## src/rtl/pio_fifo_pkg.sv

```systemverilog
// Shared encodings for the programmed-I/O FIFO port.
// Assumes: byte-wide host access, one decoded operation per cycle.
package pio_fifo_pkg;

    // Decoded host operation, in priority order
    typedef enum logic [2:0] {
        OP_IDLE,
        OP_SEL_STOP,
        OP_RESP,
        OP_RELEASE,
        OP_PUSH,
        OP_POP
    } fifo_op_e;

    localparam int          CMD_DEPTH    = 32;
    localparam int          CMD_LW       = $clog2(CMD_DEPTH) + 1;
    localparam int          CMD_IW       = $clog2(CMD_DEPTH);

    localparam logic [2:0]  PH_DATA_OUT  = 3'b000;
    localparam logic [2:0]  PH_COMMAND   = 3'b010;
    localparam logic [2:0]  PH_MSG_IN    = 3'b111;

    localparam logic [7:0]  ST_TERM_CNT  = 8'h10;
    localparam logic [7:0]  IC_FUNC_DONE = 8'h08;
    localparam logic [7:0]  IC_BUS_SVC   = 8'h10;
    localparam logic [2:0]  SEQ_CMD_DONE = 3'd4;
    localparam logic [4:0]  RESP_FLAGS   = 5'd2;

endpackage

```

## src/rtl/pio_data_buf.sv

```systemverilog
// Data byte buffer: circular storage with read/write positions and a level.
// Pushes are dropped at DEPTH-1. A pop in the data-out phase returns zero
// without moving the read position. Both positions reset when the level hits zero.
// Assumes: at most one of flush, load_resp, push, pop per cycle (top decodes).
module pio_data_buf
    import pio_fifo_pkg::*;
#(
    parameter int DEPTH = 16,
    localparam int PW = $clog2(DEPTH),
    localparam int CW = PW + 1
) (
    input  logic          clk,
    input  logic          rst_n,
    input  logic          flush,
    input  logic          load_resp,
    input  logic [7:0]    resp_status,
    input  logic          push,
    input  logic [7:0]    wr_byte,
    input  logic          pop,
    input  logic          zero_read,
    output logic [CW-1:0] level,
    output logic [7:0]    rd_byte
);

    localparam logic [CW-1:0] LVL_MAX  = CW'(DEPTH - 1);
    localparam logic [CW-1:0] LVL_RESP = CW'(2);
    localparam logic [PW-1:0] PTR_RESP = PW'(2);

    logic [7:0]    mem [DEPTH];
    logic [PW-1:0] rptr;
    logic [PW-1:0] wptr;
    logic          push_ok;
    logic          pop_ok;

    // Qualify requests against the level
    always_comb begin
        push_ok = push && (level != LVL_MAX);
        pop_ok  = pop && (level != '0);
    end

    // Storage: host pushes and the two-byte response preload
    always_ff @(posedge clk) begin
        if (!rst_n) begin
            for (int i = 0; i < DEPTH; i++) mem[i] <= 8'h00;
        end else if (load_resp) begin
            mem[0] <= resp_status;
            mem[1] <= 8'h00;
        end else if (push_ok) begin
            mem[wptr] <= wr_byte;
        end
    end

    // Positions, level and read data
    always_ff @(posedge clk) begin
        if (!rst_n) begin
            rptr    <= '0;
            wptr    <= '0;
            level   <= '0;
            rd_byte <= 8'h00;
        end else if (flush) begin
            rptr  <= '0;
            wptr  <= '0;
            level <= '0;
        end else if (load_resp) begin
            rptr  <= '0;
            wptr  <= PTR_RESP;
            level <= LVL_RESP;
        end else if (push_ok) begin
            wptr  <= wptr + 1'b1;
            level <= level + 1'b1;
        end else if (pop_ok) begin
            level <= level - 1'b1;
            if (zero_read) begin
                rd_byte <= 8'h00;
            end else begin
                rd_byte <= mem[rptr];
                rptr    <= rptr + 1'b1;
            end
            if (level == CW'(1)) begin
                rptr <= '0;
                wptr <= '0;
            end
        end
    end

    AST_LEVEL_BOUND: assert property (@(posedge clk) disable iff (!rst_n)
        level <= LVL_MAX);
    AST_OVERRUN_DROP: assert property (@(posedge clk) disable iff (!rst_n)
        (push && !flush && !load_resp && level == LVL_MAX) |=> $stable(level));
    AST_PUSH_GROWS: assert property (@(posedge clk) disable iff (!rst_n)
        (push && !flush && !load_resp && level < LVL_MAX) |=> level == $past(level) + 1'b1);
    AST_DOUT_ZERO: assert property (@(posedge clk) disable iff (!rst_n)
        (pop && !push && !flush && !load_resp && zero_read && level != '0) |=> rd_byte == 8'h00);
    AST_EMPTY_HOME: assert property (@(posedge clk) disable iff (!rst_n)
        (level == '0) |-> (rptr == '0 && wptr == '0));

endmodule

```

## src/rtl/pio_cmd_buf.sv

```systemverilog
// Command capture buffer: 32 bytes, filled by host writes while pending.
// Arm clears the length and sets pending; release clears pending only.
// Assumes: arm, release and push are never raised together (top decodes).
module pio_cmd_buf
    import pio_fifo_pkg::*;
(
    input  logic              clk,
    input  logic              rst_n,
    input  logic              arm,
    input  logic              release_cmd,
    input  logic              push,
    input  logic [7:0]        wr_byte,
    input  logic [CMD_IW-1:0] rd_idx,
    output logic [7:0]        rd_byte,
    output logic              pending,
    output logic [CMD_LW-1:0] len
);

    localparam logic [CMD_LW-1:0] LEN_FULL = CMD_LW'(CMD_DEPTH);

    logic [7:0] mem [CMD_DEPTH];
    logic       take;

    // A byte is captured only while pending and not full
    always_comb take = push && pending && (len != LEN_FULL);

    // Command byte storage
    always_ff @(posedge clk) begin
        if (!rst_n) begin
            for (int i = 0; i < CMD_DEPTH; i++) mem[i] <= 8'h00;
        end else if (take) begin
            mem[len[CMD_IW-1:0]] <= wr_byte;
        end
    end

    // Pending flag and captured length
    always_ff @(posedge clk) begin
        if (!rst_n) begin
            pending <= 1'b0;
            len     <= '0;
        end else if (arm) begin
            pending <= 1'b1;
            len     <= '0;
        end else if (release_cmd) begin
            pending <= 1'b0;
        end else if (take) begin
            len <= len + 1'b1;
        end
    end

    // Entry view for the consumer
    always_comb rd_byte = mem[rd_idx];

    AST_CMD_LEN_MAX: assert property (@(posedge clk) disable iff (!rst_n)
        len <= LEN_FULL);
    AST_CMD_FULL_HOLD: assert property (@(posedge clk) disable iff (!rst_n)
        (push && !arm && !release_cmd && len == LEN_FULL) |=> $stable(len));
    AST_ARM_EMPTY: assert property (@(posedge clk) disable iff (!rst_n)
        arm |=> (pending && len == '0));

endmodule

```

## src/rtl/pio_ctrl_regs.sv

```systemverilog
// Status, interrupt cause, sequence step, FIFO flags and the interrupt line.
// Acknowledge is applied first so that any same-cycle setting event wins.
// Assumes: sel_arm and resp_load are exclusive (top decodes).
module pio_ctrl_regs
    import pio_fifo_pkg::*;
(
    input  logic       clk,
    input  logic       rst_n,
    input  logic       sel_arm,
    input  logic       resp_load,
    input  logic       pop_ok,
    input  logic       irq_ack,
    input  logic       phase_load,
    input  logic [2:0] phase_val,
    output logic [7:0] status_reg,
    output logic [7:0] intr_cause,
    output logic [2:0] seq_step,
    output logic [4:0] fifo_flags,
    output logic       irq
);

    // Register updates in rising order of precedence
    always_ff @(posedge clk) begin
        if (!rst_n) begin
            status_reg <= 8'h00;
            intr_cause <= 8'h00;
            seq_step   <= 3'd0;
            fifo_flags <= 5'd0;
            irq        <= 1'b0;
        end else begin
            if (irq_ack) begin
                irq        <= 1'b0;
                intr_cause <= 8'h00;
            end
            if (phase_load) status_reg[2:0] <= phase_val;
            if (pop_ok) irq <= 1'b1;
            if (sel_arm) begin
                status_reg <= ST_TERM_CNT | {5'b0, PH_COMMAND};
                intr_cause <= IC_BUS_SVC | IC_FUNC_DONE;
                seq_step   <= SEQ_CMD_DONE;
                fifo_flags <= 5'd0;
                irq        <= 1'b1;
            end else if (resp_load) begin
                status_reg[2:0] <= PH_MSG_IN;
                intr_cause      <= IC_FUNC_DONE;
                fifo_flags      <= RESP_FLAGS;
                irq             <= 1'b1;
            end
        end
    end

    AST_READ_IRQ: assert property (@(posedge clk) disable iff (!rst_n)
        pop_ok |=> irq);
    AST_ACK_CLEARS: assert property (@(posedge clk) disable iff (!rst_n)
        (irq_ack && !pop_ok && !sel_arm && !resp_load) |=> (!irq && intr_cause == 8'h00));
    AST_SEL_REGS: assert property (@(posedge clk) disable iff (!rst_n)
        sel_arm |=> (seq_step == SEQ_CMD_DONE && status_reg == 8'h12 && irq));
    AST_RESP_FLAGS: assert property (@(posedge clk) disable iff (!rst_n)
        (resp_load && !sel_arm) |=> (fifo_flags == RESP_FLAGS && status_reg[2:0] == PH_MSG_IN));

endmodule

```

## src/rtl/pio_fifo_port.sv

```systemverilog
// Top of the programmed-I/O FIFO port. Decodes one host operation per cycle
// and steers writes to the command buffer while a command is pending.
// Assumes: strobes are single-cycle pulses synchronous to clk.
module pio_fifo_port
    import pio_fifo_pkg::*;
#(
    parameter int DEPTH = 16,
    localparam int CW = $clog2(DEPTH) + 1
) (
    input  logic              clk,
    input  logic              rst_n,
    input  logic              host_wr,
    input  logic [7:0]        host_wr_data,
    input  logic              host_rd,
    output logic [7:0]        host_rd_data,
    input  logic              sel_stop,
    input  logic              resp_load,
    input  logic [7:0]        resp_status,
    input  logic              cmd_release,
    input  logic              irq_ack,
    input  logic              phase_load,
    input  logic [2:0]        phase_val,
    input  logic [CMD_IW-1:0] cmd_idx,
    output logic [7:0]        cmd_byte,
    output logic              cmd_pending,
    output logic [CMD_LW-1:0] cmd_len,
    output logic [CW-1:0]     fifo_level,
    output logic [7:0]        status_reg,
    output logic [7:0]        intr_cause,
    output logic [2:0]        seq_step,
    output logic [4:0]        fifo_flags,
    output logic              irq
);

    fifo_op_e op;
    logic     data_push;
    logic     cmd_push;
    logic     data_pop;
    logic     pop_ok;
    logic     dout_phase;

    // Priority decode of the host strobes
    always_comb begin
        if (sel_stop)         op = OP_SEL_STOP;
        else if (resp_load)   op = OP_RESP;
        else if (cmd_release) op = OP_RELEASE;
        else if (host_wr)     op = OP_PUSH;
        else if (host_rd)     op = OP_POP;
        else                  op = OP_IDLE;
    end

    // Steering of writes and qualification of reads
    always_comb begin
        data_push  = (op == OP_PUSH) && !cmd_pending;
        cmd_push   = (op == OP_PUSH) && cmd_pending;
        data_pop   = (op == OP_POP);
        pop_ok     = data_pop && (fifo_level != '0);
        dout_phase = (status_reg[2:0] == PH_DATA_OUT);
    end

    pio_data_buf #(.DEPTH(DEPTH)) u_data (
        .clk         (clk),
        .rst_n       (rst_n),
        .flush       (op == OP_SEL_STOP),
        .load_resp   (op == OP_RESP),
        .resp_status (resp_status),
        .push        (data_push),
        .wr_byte     (host_wr_data),
        .pop         (data_pop),
        .zero_read   (dout_phase),
        .level       (fifo_level),
        .rd_byte     (host_rd_data)
    );

    pio_cmd_buf u_cmd (
        .clk         (clk),
        .rst_n       (rst_n),
        .arm         (op == OP_SEL_STOP),
        .release_cmd (op == OP_RELEASE),
        .push        (cmd_push),
        .wr_byte     (host_wr_data),
        .rd_idx      (cmd_idx),
        .rd_byte     (cmd_byte),
        .pending     (cmd_pending),
        .len         (cmd_len)
    );

    pio_ctrl_regs u_regs (
        .clk        (clk),
        .rst_n      (rst_n),
        .sel_arm    (op == OP_SEL_STOP),
        .resp_load  (op == OP_RESP),
        .pop_ok     (pop_ok),
        .irq_ack    (irq_ack),
        .phase_load (phase_load),
        .phase_val  (phase_val),
        .status_reg (status_reg),
        .intr_cause (intr_cause),
        .seq_step   (seq_step),
        .fifo_flags (fifo_flags),
        .irq        (irq)
    );

    AST_PENDING_STEERS: assert property (@(posedge clk) disable iff (!rst_n)
        (cmd_pending && host_wr && !sel_stop && !resp_load && !cmd_release) |=> $stable(fifo_level));
    AST_RELEASE_DROPS: assert property (@(posedge clk) disable iff (!rst_n)
        (cmd_release && !sel_stop && !resp_load) |=> !cmd_pending);
    AST_RESP_LEVEL: assert property (@(posedge clk) disable iff (!rst_n)
        (resp_load && !sel_stop) |=> fifo_level == CW'(2));

endmodule

```

## config.mk

```make
export PLATFORM = sky130hd
export DESIGN_NAME = pio_fifo_port
export DESIGN_NICKNAME = d
export VERILOG_FILES = /design/src/rtl/pio_fifo_pkg.sv /design/src/rtl/pio_data_buf.sv /design/src/rtl/pio_cmd_buf.sv /design/src/rtl/pio_ctrl_regs.sv /design/src/rtl/pio_fifo_port.sv
export SDC_FILE = /design/constraint.sdc
export NUM_CORES = 1
export LEC_CHECK = 0
export BUFFER_PORTS_ARGS = -buffer_cell sky130_fd_sc_hd__buf_2
export CAP_MARGIN = 20
export CELL_PAD_IN_SITES_DETAIL_PLACEMENT = 1
export CELL_PAD_IN_SITES_GLOBAL_PLACEMENT = 1
export CORE_ASPECT_RATIO = 1.5
export CORE_MARGIN = 2
export CORE_UTILIZATION = 45
export CTS_CLUSTER_SIZE = 40
export DETAILED_ROUTE_END_ITERATION = 10
export PLACE_DENSITY_LB_ADDON = 0.1
export SLEW_MARGIN = 20
export SYNTH_ARGS = -nofsm -noshare
export SYNTH_HDL_FRONTEND = slang
export SYNTH_SLANG_ARGS = --single-unit
```

## constraint.sdc

```tcl
create_clock -name clk -period 2.5 [get_ports clk]
set_clock_uncertainty 0.15 [all_clocks]
set_input_delay 0.25 -clock clk [delete_from_list [all_inputs] [get_ports clk]]
set_output_delay 0.25 -clock clk [all_outputs]
set_load 0.01 [all_outputs]
```

# Yosys cells after proc, flatten, opt, wreduce, memory -nomap -nowiden
# Memories as Yosys holds them, arrays and structs flattened. A register that Yosys moved wholly into a read port is not among the register bits.
# Cells that the tools add are included.
# op_classes
n_mux	48
add_sub_neg	5
reduce_logical	27
n_bitwise	7
eq_ne	9
# ops
operator	count
8-bit 2-to-1 mux	5
4-bit 2-to-1 mux	8
5-bit 2-to-1 mux	6
3-bit 2-to-1 mux	7
1-bit 2-to-1 mux	19
8-bit OR reduction	2
3-bit nonzero test	4
4-bit by 1-bit adder with 4-bit output (second input constant)	2
2-bit nonzero test	4
6-bit by 1-bit adder with 6-bit output (second input constant)	1
3-bit by 2-bit equality test with 1-bit output (second input constant)	2
3-bit equality test (second input constant)	2
1-bit logical AND	6
2-bit 2-to-1 mux	3
6-bit inequality test (second input constant)	1
2-bit AND reduction	3
5-bit by 1-bit adder with 5-bit output (second input constant)	1
5-bit by 1-bit equality test with 1-bit output (second input constant)	1
5-bit by 4-bit inequality test with 1-bit output (second input constant)	1
1-bit NOT	5
5-bit nonzero test	1
5-bit by 1-bit subtractor with 5-bit output (second input constant)	1
4-bit AND reduction	1
4-bit nonzero test	1
8 further kinds	9
# word_totals
n_memories	2
ram_bits	384
regBits	36
input_bits	33
# memory_table
memory	depth	width	read_ports	rd_ports_with_merged_regs	write_ports	line_no	source
u_cmd.mem	32	8	1	0	32	pio_cmd_buf.sv:21	logic [7:0] mem [CMD_DEPTH];
u_data.mem	16	8	1	1	16	pio_data_buf.sv:29	logic [7:0] mem [DEPTH];

# Logic depth before layout (Yosys ltp)
# Gate-level depths: netlist (run 1).
# logic_depth
depth_word	14
ltp_mapped	7
depth_no_buf	7

# Cells and area by module
# From an unflattened synthesis (run 1), not the netlist that was laid out.
# hier_totals
cells_unflattened	1321
hier_area_um2	19801.5
# modules_own_cells
mod	cells_each	instances	seq_area_each_um2	area_each_um2
pio_cmd_buf	769	1	7827.5	12127.9
pio_data_buf	496	1	4344.2	7164.4
pio_ctrl_regs	43	1	160.2	414.1
pio_fifo_port	13	1	0.0	95.1

# Worst setup path before layout (run 1)
# Ideal clock, no wire load.
# synth_timing
path_type	register to register
startpoint	register u_data.level[0]
endpoint	memory u_data.mem[7][0] (enable)
setup_slack_ns	-0.146
synth_period_minus_slack_ns	2.646
setup_ns	0.384
path_buffers	0
path_stages_with_launch	7
arrival_time_ns	2.112
path_cell_list	dfxtp_1 > ha_1 > and3_1 > ha_1 > nor2_1 > nand4_1 > o21ai_0
# synth_lines
element	line_no	source
start: declaration	pio_data_buf.sv:21	output logic [CW-1:0] level,
start signal: assignment	pio_data_buf.sv:70	level <= level + 1'b1;
start signal: assignment	pio_data_buf.sv:72	level <= level - 1'b1;
end: declaration	pio_data_buf.sv:29	

# Worst setup path after layout (run 1)
# layout_timing
startpoint	memory u_cmd.mem[21][5]
endpoint	output port cmd_byte[5]
# layout_between
elab_chain_cells	1
# layout_rtl
element	line_no	source
start: declaration	pio_cmd_buf.sv:21	
memory 32 x 8 bit	--	
end: declaration	pio_fifo_port.sv:24	output logic [7:0] cmd_byte,
# Every way passes these cells.

==> results by group, run 1 <==
Clocking
  – Clk sinks: roughly 420
  – Reg clk slew, reported paths: approximately 0.06 ns
  – Clk_lat worst skew: approximately 0.54 ns
  – Htree depth: 2
  – Cts bufs inserted: 43
  – Root buffer cell: clkbuf_16
  – CTS tree: done
  – Max Buffers Root-to-Sink: 3

Power and ir drop
  – Sequential power share: 0.509
  – Clk network pwr share: 0.423
  – Sw power: ~3400 uW
  – Pint: 12500 uW
  – Pwr dens: between 600 and 700 mW/mm^2
  – Peak supply drop: around 0.00046 V
  – Switching power share of the total: 0.215
  – Pwr Total: 16000 uW
  – Comb pwr share: 0.068
  – Leakage power: about 0.0085 uW

Job
  – Max-cap violations: 0

Placed design
  – DP Cell Count: just over 2000
  – Final RePlAce weighted congestion: 0.836
  – Buffers on Ports: 69
  – Hpwl dp: just under 40000 um
  – Setup WS pre-CTS: -0.108 ns

Global route
  – Vias in the first global route: around 13000
  – Wire length of the first global-routing pass: 81300 um
  – GR Util All Layers: 0.240
  – Initial antenna violation count: 1
  – GR Overflow Total: 0
  – Largest net degree at the start of global routing: 54

Floorplan
  – Core area: 0.0436 mm^2
  – Die ar.: around 0.046 mm^2
  – Initial Util: 0.454
  – Top-level I/O count: 86
  – Row Count: 94
  – Die height: between 200 and 300 um
  – Die width: about 180 um

Logic synthesis
  – Post-synth ARST share: 0
  – Mapped Area: 0.0198 mm^2
  – Mean post-synth cell area: 14.7 um^2
  – Sequential share of the synthesized area: 0.622
  – Synthesis-stage register bit count: roughly 420
  – EDFF count, synth: roughly 380
  – YS warnings: 0
  – Post-Synthesis Cells: 1344
  – Ys flop type: edfxtp_1
  – Yosys cell types: 52

Setup path
  – Critical Path RT: roughly 2.1 ns
  – Reg2reg end: u_data.rptr[2]
  – R2R Path Start: u_data.level[0]
  – Worst Setup Path Type: reg -> out
  – Reg2reg path depth: 6
  – Startpoint Class: flip-flop
  – Crit path DAT: 2.44 ns
  – R2r setup slk: around 0.12 ns
  – CP Max Fanout: 2
  – Worst Setup End Kind: output pin

Hold path
  – Hold Crit Class: in -> reg
  – WHS Endpoint: u_data.level[2]
  – Cells on Worst Hold Path: 5
  – Hold_sp: rst_n

Timing
  – Fmax: 353 MHz
  – Max-slew violations: 0
  – Final Hold Viols: 0
  – Final Critical Period: between 2 and 3 ns
  – Final cycle utilization of the critical path: 1.13
  – Setup violations, final: 8
  – RSZ-0062 raised after global routing: yes
  – Post-route worst setup slack: -0.336 ns
  – Slew HR: 0.545
  – Slew of the pin with the lowest slew margin: 0.683 ns
  – Final Hold Slack: about 0.16 ns
  – Setup tns final: -2.50 ns

Finish
  – Max FFs per register: 256
  – Top flop regs: u_cmd.mem (256), u_data.mem (128), u_data.rd_byte (8)
  – Most common cell after layout, fill and taps aside: edfxtp_1
  – Layout cells sized above 1: 0.263
  – Most frequent cells in the layout: 384 x edfxtp_1, 380 x and2_1, 120 x buf_4
  – Area Growth Syn to Fin: 18.0%
  – Final non-filler cell total: 2126
  – Most flops, register: u_cmd.mem
  – Nets@finish: between 1500 and 2000

Outcome
  – Failing checks: setup timing
  – Outcome: finished, violations left

Drt
  – First-pass detailed-route iteration total: 5
  – Post-DRT Antenna Nets: 0
  – Drt via density: 5.46
  – DRT iter0 DRCs: ~640
  – Total Wirelength: 53600 um
  – Via Count: about 12000
  – Routed wire per std cell: 25.2 um
  – Drc violations: 0
## worst max-delay path, cell delays in order, from the launching register on
cell	delay [ns]
edfxtp_1	0.45
mux4_2	0.48
mux4_2	0.54
mux2_4	0.30
buf_6	0.12
## Yosys cell counts, types with 14 or more instances
library cell  count  share of area
and2_1          380           0.12
o21ai_0          37         0.0093
dfxtp_1          40          0.040
buf_4            18         0.0068
nor2_1           52         0.0098
buf_2            14         0.0035
nor3_1           21         0.0053
mux2i_1          23          0.012
mux4_2          112           0.13
edfxtp_1        384           0.58
nand2b_1         26         0.0082
clkbuf_1         74          0.014
nand2_1          17         0.0032
## worst max path at each step
stage	from	to	slack, ns	cells after the start
floorplan	u_data.level[0]	u_data.mem[7][0]	-0.15	6
global placement	cmd_idx[1]	cmd_byte[5]	-0.08	6
detailed placement	cmd_idx[1]	cmd_byte[4]	-0.11	6
CTS	u_cmd.mem[7][4]	cmd_byte[4]	-0.36	4
global route	u_cmd.mem[29][2]	cmd_byte[2]	-0.37	4
finish	u_cmd.mem[21][5]	cmd_byte[5]	-0.34	4
## power by group through the flow
stage	registers [uW]	logic, uW	clock network [uW]
6_report	8130	1090	6760
5_1_grt	8150	1160	7130
4_1_cts	8130	1090	6900
3_5_place_dp	8270	1020	0
3_3_place_gp	8280	984	0
2_1_floorplan	8190	617	0
## logic make-up after synthesis
family,Yosys count,share of synthesized area
AND/OR/NAND/NOR,561,0.171
buffers and inverters,120,0.0274
flip-flops,424,0.622
adder cells (fa/ha/maj),13,0.00821
XOR/XNOR,4,0.00177
AO/OA/AOI/OAI,78,0.0254
other,1,0.000189
multiplexers,143,0.143
## per-stage QoR
| stage | util | cell area (um^2) |
|---|---|---|
| after floorplan | - | 19900 |
| after global placement | 0.495 | 21600 |
| after detailed placement | 0.495 | 21600 |
| after CTS | 0.535 | 23300 |
| after global routing | 0.536 | 23400 |
| final | 0.536 | 23400 |
## metal layers
metal	up-vias	wire length [um]	global-route usage
met1	6019	20900	0.288
met2	244	29500	0.452
met3	80	1620	0.0247
met4	0	1580	0.0787
li1	5273	-	-
met5	-	0	0
## cell type report
class / instances / area [um^2]
Clock buffer: 57 / 1180
Antenna cell: 1 / 2.50
Tap cell: 576 / 721
Timing Repair Buffer: 222 / 1780
Multi-Input combinational cell: 815 / 7060
Fill cell: 4148 / 20200
Sequential cell: 424 / 12300
Inverter: 11 / 41.3
Clock inverter: 20 / 267
## repair_timing
item | in CTS | in global routing
endpoints found under the hold margin | 17 | 0
resized for setup | 19 | 6
setup endpoints to repair | 31 | 58
setup buffers | 0 | 2
hold buffers | 18 | 0
(Power assumes the default switching activity.)
==> run 2, diff against run 1 <==
--- a/config.mk
+++ b/config.mk
@@ -11,7 +11,7 @@
 export CELL_PAD_IN_SITES_GLOBAL_PLACEMENT = 1
 export CORE_ASPECT_RATIO = 1.5
 export CORE_MARGIN = 2
-export CORE_UTILIZATION = 45
+export CORE_UTILIZATION = 32
 export CTS_CLUSTER_SIZE = 40
 export DETAILED_ROUTE_END_ITERATION = 10
 export PLACE_DENSITY_LB_ADDON = 0.1
==> run 2 against run 1 <==
Effect of this change: the flow still finishes with violations (setup timing); highest routed layer unchanged; die area is 40% higher; sequential cell count stayed put; global-route usage is 5.1 points lower; via count is 0.35% lower; sequential power hardly changed; sequential share of layout area is 1.4 points lower; hold slack worse by 0.072 ns.
==> results by group, run 2 (synthesis gave the netlist of run 1 again) <==
Setup path
  – Startpoint Class: flip-flop (unchanged)
  – Critical path cell sequence: mux4_2 > mux4_2 > mux2_4 > buf_6 (unchanged)
  – Crit-path slowest cell: mux4_2 (unchanged)
  – Top cell by count, worst path: mux4_2 (unchanged)
  – Reg2reg path depth: 6 (unchanged)
  – Critical Path RT: 2.10 ns (about the same)
  – Worst Setup Path Type: reg -> out (unchanged)
  – R2r setup slk: 0.11 ns (was 0.12 ns)
  – Crit path DAT: 2.48 ns (was 2.44 ns)
  – CP Max Fanout: 1 (was 2)
  – Worst Setup End Kind: output pin (unchanged)
  – Slowest stage delay, CP: 0.55 ns (was 0.54 ns)

Outcome
  – Outcome: finished, violations left (unchanged)
  – Failing checks: setup timing (unchanged)

Finish
  – Top flop regs: u_cmd.mem (256), u_data.mem (128), u_data.rd_byte (8) (unchanged)
  – Layout cells sized above 1: 0.284 (was 0.263)
  – Multi-input logic area: 0.00706 mm^2 (about the same)
  – Final non-filler cell total: 2374 (was 2126)
  – Most common cell after layout, fill and taps aside: edfxtp_1 (unchanged)
  – Area Growth Syn to Fin: 21.3% (was 18.0%)
  – Nets@finish: 1592 (was 1563)
  – Reg area: 0.0123 mm^2 (about the same)
  – Most frequent cells in the layout: 384 x edfxtp_1, 380 x and2_1, 134 x buf_4 (was 384 x edfxtp_1, 380 x and2_1, 120 x buf_4)
  – Max FFs per register: 256 (unchanged)
  – Layout fillers: 6214 (was 4148)
  – Most flops, register: u_cmd.mem (unchanged)

Clocking
  – CTS tree: done (unchanged)
  – Max Buffers Root-to-Sink: 3 (unchanged)
  – Clk_lat worst skew: 0.58 ns (was 0.54 ns)
  – Clk sinks: 424 (unchanged)
  – Htree depth: 2 (unchanged)
  – Reg clk slew, reported paths: 0.06 ns (about the same)
  – Root buffer cell: clkbuf_16 (unchanged)
  – Cts bufs inserted: 47 (was 43)

Drt
  – Routed wire per std cell: 25.0 um (was 25.2 um)
  – DR WL met3: 1890 um (was 1620 um)
  – Drc violations: 0 (unchanged)
  – Post-DRT Antenna Nets: 0 (unchanged)
  – Length of routed met2 wiring: 32300 um (was 29500 um)
  – First-pass detailed-route iteration total: 5 (unchanged)
  – Total Wirelength: 59300 um (was 53600 um)
  – Top Metal Used: met4 (unchanged)
  – Via Count: 11575 (was 11616)
  – M1 WL: 23200 um (was 20900 um)
  – DRT iter0 DRCs: 647 (was 639)
  – Drt via density: 4.88 (was 5.46)

Floorplan
  – Top-level I/O count: 86 (unchanged)
  – Die ar.: 0.0640 mm^2 (was 0.0458 mm^2)
  – Row Count: 111 (was 94)
  – Die width: 207 um (was 175 um)
  – Core area: 0.0612 mm^2 (was 0.0436 mm^2)
  – Initial Util: 0.324 (was 0.454)
  – Die height: 309 um (was 261 um)

Timing
  – Final Critical Period: 2.88 ns (was 2.84 ns)
  – Setup violations, final: 8 (unchanged)
  – Final cycle utilization of the critical path: 1.15 (was 1.13)
  – Fmax: 347 MHz (was 353 MHz)
  – Post-route worst setup slack: -0.383 ns (was -0.336 ns)
  – Slew of the pin with the lowest slew margin: 0.686 ns (was 0.683 ns)
  – Max-slew violations: 0 (unchanged)
  – Slew HR: 0.542 (was 0.545)
  – Final Hold Slack: 0.0844 ns (was 0.156 ns)
  – RSZ-0062 raised after global routing: yes (unchanged)
  – Final Hold Viols: 0 (unchanged)

Placed design
  – Final RePlAce weighted congestion: 0.796 (was 0.836)
  – Hpwl dp: 43300 um (was 38500 um)
  – DP Cell Count: 2267 (was 2028)
  – Buffers on Ports: 69 (unchanged)

Power and ir drop
  – Pwr dens: 678 mW/mm^2 (was 683 mW/mm^2)
  – Peak supply drop: 0.000490 V (was 0.000461 V)
  – Leakage power: 0.00874 uW (was 0.00853 uW)

Job
  – Max-cap violations: 0 (unchanged)

Global route
  – GR Overflow Total: 0 (unchanged)
  – Wire length of the first global-routing pass: 88800 um (was 81300 um)
  – GR Util All Layers: 0.190 (was 0.240)
  – Vias in the first global route: 12624 (was 12611)
  – Largest net degree at the start of global routing: 49 (was 54)
  – Initial antenna violation count: 0 (was 1)

Hold path
  – Hold Crit Class: in -> reg (unchanged)
  – Cells on Worst Hold Path: 2 (was 5)
[run 2: cell type report]
cell class,instances,area share
clock buffer,55,0.0510
sequential,424,0.513
tap,791,0.0412
timing repair buffer,247,0.0873
antenna,1,0.000104
inverter,11,0.00172
clock inverter,30,0.0121
multi-input combinational,815,0.294
[run 2: timing repair]
action	in CTS	in global routing
resized for setup	19	7
hold buffers	19	0
endpoints found under the hold margin	17	0
setup buffers	0	2
pin swaps	1	2
setup endpoints to repair	26	80
[run 2: report_power, final]
part | internal (uW) | switching, uW | total [uW] | leakage, uW
Combinational | 543 | 614 | 1160 | 0.00387
Sequential | 7990 | 135 | 8130 | 0.00413
Clock | 4030 | 2980 | 7010 | 0.000743
Total | 12600 | 3730 | 16300 | 0.00874
[run 2: stage by stage]
step | area [um^2] | util | power (uW) | setup TNS, ns | setup WS, ns
2_1_floorplan | 19900 | - | 8810 | -4.91 | -0.146
3_3_place_gp | 22200 | 0.363 | 9380 | -2.13 | -0.112
3_5_place_dp | 22200 | 0.363 | 9390 | -3.22 | -0.144
4_1_cts | 24000 | 0.392 | 16500 | -3.21 | -0.421
5_1_grt | 24000 | 0.393 | 16800 | -3.19 | -0.422
6_report | 24000 | 0.393 | 16300 | -2.84 | -0.383
[run 2: per-layer routing]
layer | up-vias | GRT usage
li1 | 5341 | -
met1 | 5966 | 0.218
met2 | 195 | 0.360
met3 | 73 | 0.0264
met4 | 0 | 0.0628
met5 | - | 0
[run 2: path summary, 6_finish.rpt]
check               startpoint                 to
max           u_cmd.mem[23][5]        cmd_byte[5]
min            host_wr_data[4]    u_cmd.mem[3][4]
max reg2reg    u_data.level[0]     u_data.rptr[3]
min reg2reg  u_data.rd_byte[2]  u_data.rd_byte[2]
[run 2: critical path: cells and delay by family, from the launching register on]
kind / cells / cell delay, ns
mux: 3 / 1.35
flops: 1 / 0.42
buf+inv: 1 / 0.12
==> run 3, diff against run 2 <==
--- a/config.mk
+++ b/config.mk
@@ -18,4 +18,5 @@
 export SLEW_MARGIN = 20
 export SYNTH_ARGS = -nofsm -noshare
 export SYNTH_HDL_FRONTEND = slang
+export SYNTH_HIERARCHICAL = 1
 export SYNTH_SLANG_ARGS = --single-unit
==> run 3 against run 2 <==
Effect of this change: area after synthesis decreased by 0.10%; global-route usage decreased by 0.98 points; the flow still finishes with violations (setup timing); combinational power is essentially flat; power down 1.1%; die area about the same; synthesized cell count shrank 1.7%; clock-buffer cell count up 5.
==> results by group, run 3 <==
Outcome
  – Outcome: finished, violations left (unchanged)
  – Failing checks: setup timing (unchanged)

Finish
  – Layout fillers: 6282 (was 6214)
  – Most common cell after layout, fill and taps aside: edfxtp_1 (unchanged)
  – Layout Utilization: 0.393 (about the same)
  – Multi-input logic area: 0.00707 mm^2 (was 0.00706 mm^2)
  – Layout cells sized above 1: 0.264 (was 0.284)
  – Area Growth Syn to Fin: 21.2% (was 21.3%)
  – Reg area: 0.0123 mm^2 (about the same)
  – Most frequent cells in the layout: 384 x edfxtp_1, 378 x and2_1, 128 x buf_4 (was 384 x edfxtp_1, 380 x and2_1, 134 x buf_4)
  – Top flop regs: u_cmd/mem (256), u_data/mem (128), u_data/rd_byte (8) (was u_cmd.mem (256), u_data.mem (128), u_data.rd_byte (8))
  – Nets@finish: 1577 (was 1592)
  – Max FFs per register: 256 (unchanged)
  – Fin area: 0.0240 mm^2 (about the same)
  – Most flops, register: u_cmd/mem (was u_cmd.mem)

Global route
  – GR Util All Layers: 0.180 (was 0.190)
  – Largest net degree at the start of global routing: 48 (was 49)
  – Wire length of the first global-routing pass: 84500 um (was 88800 um)
  – Initial antenna violation count: 2 (was 0)
  – Vias in the first global route: 12556 (was 12624)
  – GR Overflow Total: 0 (unchanged)

Setup path
  – Crit path DAT: 2.46 ns (was 2.48 ns)
  – Worst Setup Path Type: reg -> out (unchanged)
  – Top cell by count, worst path: mux4_2 (unchanged)
  – Reg2reg path depth: 9 (was 6)
  – Startpoint Class: flip-flop (unchanged)
  – R2r setup slk: 0.14 ns (was 0.11 ns)
  – CP Max Fanout: 1 (unchanged)
  – Crit-path slowest cell: mux4_2 (unchanged)
  – R2R Path Start: u_data/level[0] (was u_data.level[0])
  – Critical Path RT: 2.10 ns (about the same)
  – Buf+Inv Stages, Crit Path: 1 (unchanged)
  – Critical path launch point: u_cmd/mem[13][2] (was u_cmd.mem[23][5])
  – CP endpoint: cmd_byte[2] (was cmd_byte[5])
  – Reg2reg end: u_data/mem[14][1] (was u_data.rptr[3])
  – WP depth: 4 (unchanged)
  – Slowest stage delay, CP: 0.53 ns (was 0.55 ns)
  – Critical path cell sequence: mux4_2 > mux4_2 > mux2_4 > buf_6 (unchanged)
  – Worst Setup End Kind: output pin (unchanged)
  – Delay-heaviest family, CP: multiplexers (unchanged)

Floorplan
  – Top-level I/O count: 86 (unchanged)
  – Row Count: 111 (unchanged)
  – Die ar.: 0.0639 mm^2 (was 0.0640 mm^2)
  – Core area: 0.0611 mm^2 (was 0.0612 mm^2)
  – Die height: 309 um (about the same)
  – Initial Util: 0.324 (about the same)
  – Die width: 207 um (about the same)

Drt
  – First-pass detailed-route iteration total: 4 (was 5)
  – Drt via density: 4.85 (was 4.88)
  – Routed wire per std cell: 24.1 um (was 25.0 um)
  – Total Wirelength: 56800 um (was 59300 um)
  – DRT iter0 DRCs: 474 (was 647)
  – Via Count: 11435 (was 11575)
  – Post-DRT Antenna Nets: 0 (unchanged)
  – Drc violations: 0 (unchanged)

Placed design
  – Placed Area: 0.0222 mm^2 (about the same)
  – Hpwl dp: 41500 um (was 43300 um)
  – Buffers on Ports: 69 (unchanged)
  – Final RePlAce weighted congestion: 0.782 (was 0.796)

Hold path
  – Hold Crit Class: in -> reg (unchanged)

Timing
  – Max-slew violations: 0 (unchanged)
  – Fmax: 350 MHz (was 347 MHz)
  – Final cycle utilization of the critical path: 1.14 (was 1.15)
  – Post-route worst setup slack: -0.356 ns (was -0.383 ns)
  – Setup violations, final: 8 (unchanged)
  – RSZ-0062 raised after global routing: yes (unchanged)
  – Slew HR: 0.577 (was 0.542)
  – Final Hold Viols: 0 (unchanged)
  – Final Critical Period: 2.86 ns (was 2.88 ns)
  – Slew of the pin with the lowest slew margin: 0.634 ns (was 0.686 ns)

Power and ir drop
  – Leakage power: 0.00873 uW (was 0.00874 uW)
  – Pwr dens: 671 mW/mm^2 (was 678 mW/mm^2)
  – Peak supply drop: 0.000553 V (was 0.000490 V)
  – Pwr Total: 16100 uW (was 16300 uW)

Clocking
  – Clk sinks: 424 (unchanged)
  – Htree depth: 2 (unchanged)
  – Root buffer cell: clkbuf_16 (unchanged)
  – Max Buffers Root-to-Sink: 3 (unchanged)
  – Cts bufs inserted: 45 (was 47)
  – Clk_lat worst skew: 0.57 ns (was 0.58 ns)
  – CTS tree: done (unchanged)
  – Reg clk slew, reported paths: 0.06 ns (about the same)

Logic synthesis
  – Most common library cells after synthesis: 384 x edfxtp_1, 378 x and2_1, 91 x mux4_2 (was 384 x edfxtp_1, 380 x and2_1, 112 x mux4_2)
  – Synthesis-stage register bit count: 424 (unchanged)
  – Post-Synthesis Cells: 1321 (was 1344)
  – YS warnings: 6 (was 0)
  – Post-synth ARST share: 0 (unchanged)
  – Sequential share of the synthesized area: 0.623 (was 0.622)
  – Top post-synthesis cells by area: edfxtp_1 58%, and2_1 12%, mux4_2 10% (was edfxtp_1 58%, mux4_2 13%, and2_1 12%)
  – Synth top area share: 0.582 (about the same)
  – Largest area contributor in the netlist: edfxtp_1 (unchanged)
  – Mean post-synth cell area: 15.0 um^2 (was 14.7 um^2)
  – Mapped Area: 0.0198 mm^2 (about the same)
  – Ys flop type: edfxtp_1 (unchanged)
  – Yosys cell types: 59 (was 52)
  – EDFF count, synth: 384 (unchanged)
  – Count leader, synth: edfxtp_1 (unchanged)

Job
  – Max-cap violations: 0 (unchanged)
run 3: cell types whose count changed in the layout (fill, tap and decap cells not counted), moves of 8 or more:
cell      delta
nand2b_1     -9
mux2_2       +8
nor2_1       +8
mux4_2      -21
a211o_1      -8
mux2i_1     -12
nor3_2      -10
mux4_1      +21
nor3_1      -13
run 3: worst min path at each step:
stage	from	to	slack, ns	depth (start not counted)
after global placement	u_regs/fifo_flags[1]	u_regs/fifo_flags[1]	0.32	2
after global routing	host_rd	u_regs/irq	0.08	4
after detailed placement	u_regs/fifo_flags[1]	u_regs/fifo_flags[1]	0.33	2
final	host_rd	u_regs/irq	0.07	4
after floorplan	rst_n	u_cmd/pending	0.22	1
after CTS	host_rd	u_regs/irq	0.04	4
run 3: cell type report:
cell class / count / share of cell area
inverter: 14 / 0.00219
clock inverter: 23 / 0.0101
sequential: 424 / 0.514
antenna: 2 / 0.000208
timing repair buffer: 243 / 0.0864
tap: 791 / 0.0412
clock buffer: 60 / 0.0519
multi-input combinational: 803 / 0.294
run 3: metrics by stage:
stage          setup slack, ns  std cells  hold WS (ns)  setup TNS [ns]
6_report                -0.356       2360        0.0668           -2.70
5_1_grt                 -0.401       2358        0.0757           -3.17
4_1_cts                 -0.415       2357        0.0409           -3.18
3_5_place_dp            -0.154       2254         0.333           -9.07
3_3_place_gp            -0.169       2254         0.322           -8.31
2_1_floorplan           -0.195       1336         0.218           -6.96
run 3: kinds of logic (layout without fill, tap and decap cells):
family                     count (synthesis)  in the layout  synth area share
DFF                                      424            424             0.623
other                                      1             18          0.000189
xor gates and xnor gates                   7              7           0.00310
muxes                                    140            140             0.147
buffers and inverters                    109            340            0.0275
AOI/OAI and AO/OA                         98             98            0.0325
adders and majority gates                 13             13           0.00821
and+or+nand+nor                          529            529             0.159
run 3: power by group:
| part | total (uW) | internal, uW | leakage [uW] | switching (uW) |
|---|---|---|---|---|
| logic | 1140 | 537 | 0.00388 | 608 |
| registers | 8100 | 7990 | 0.00413 | 115 |
| clock network | 6870 | 4020 | 0.000723 | 2850 |
run 3: routing by layer:
layer / track usage / routed length, um / up-vias
met5: 0 / 0 / -
met4: 0.0606 / 1830 / 0
met3: 0.0267 / 1860 / 79
met2: 0.344 / 31000 / 181
met1: 0.203 / 22100 / 5858
li1: - / - / 5317
run 3: worst min-delay path, cell delays in order:
cell       delay [ns]
buf_2            0.08
inv_1            0.05
a2111oi_2        0.22
o41a_1           0.17
run 3: timing repair:
| item | CTS | global route |
|---|---|---|
| hold buffers | 20 | 0 |
| endpoints found under the hold margin | 16 | 0 |
| pin swaps | 0 | 3 |
| resized for setup | 16 | 15 |
| setup endpoints to repair | 8 | 113 |
| buffers inserted | 0 | 1 |
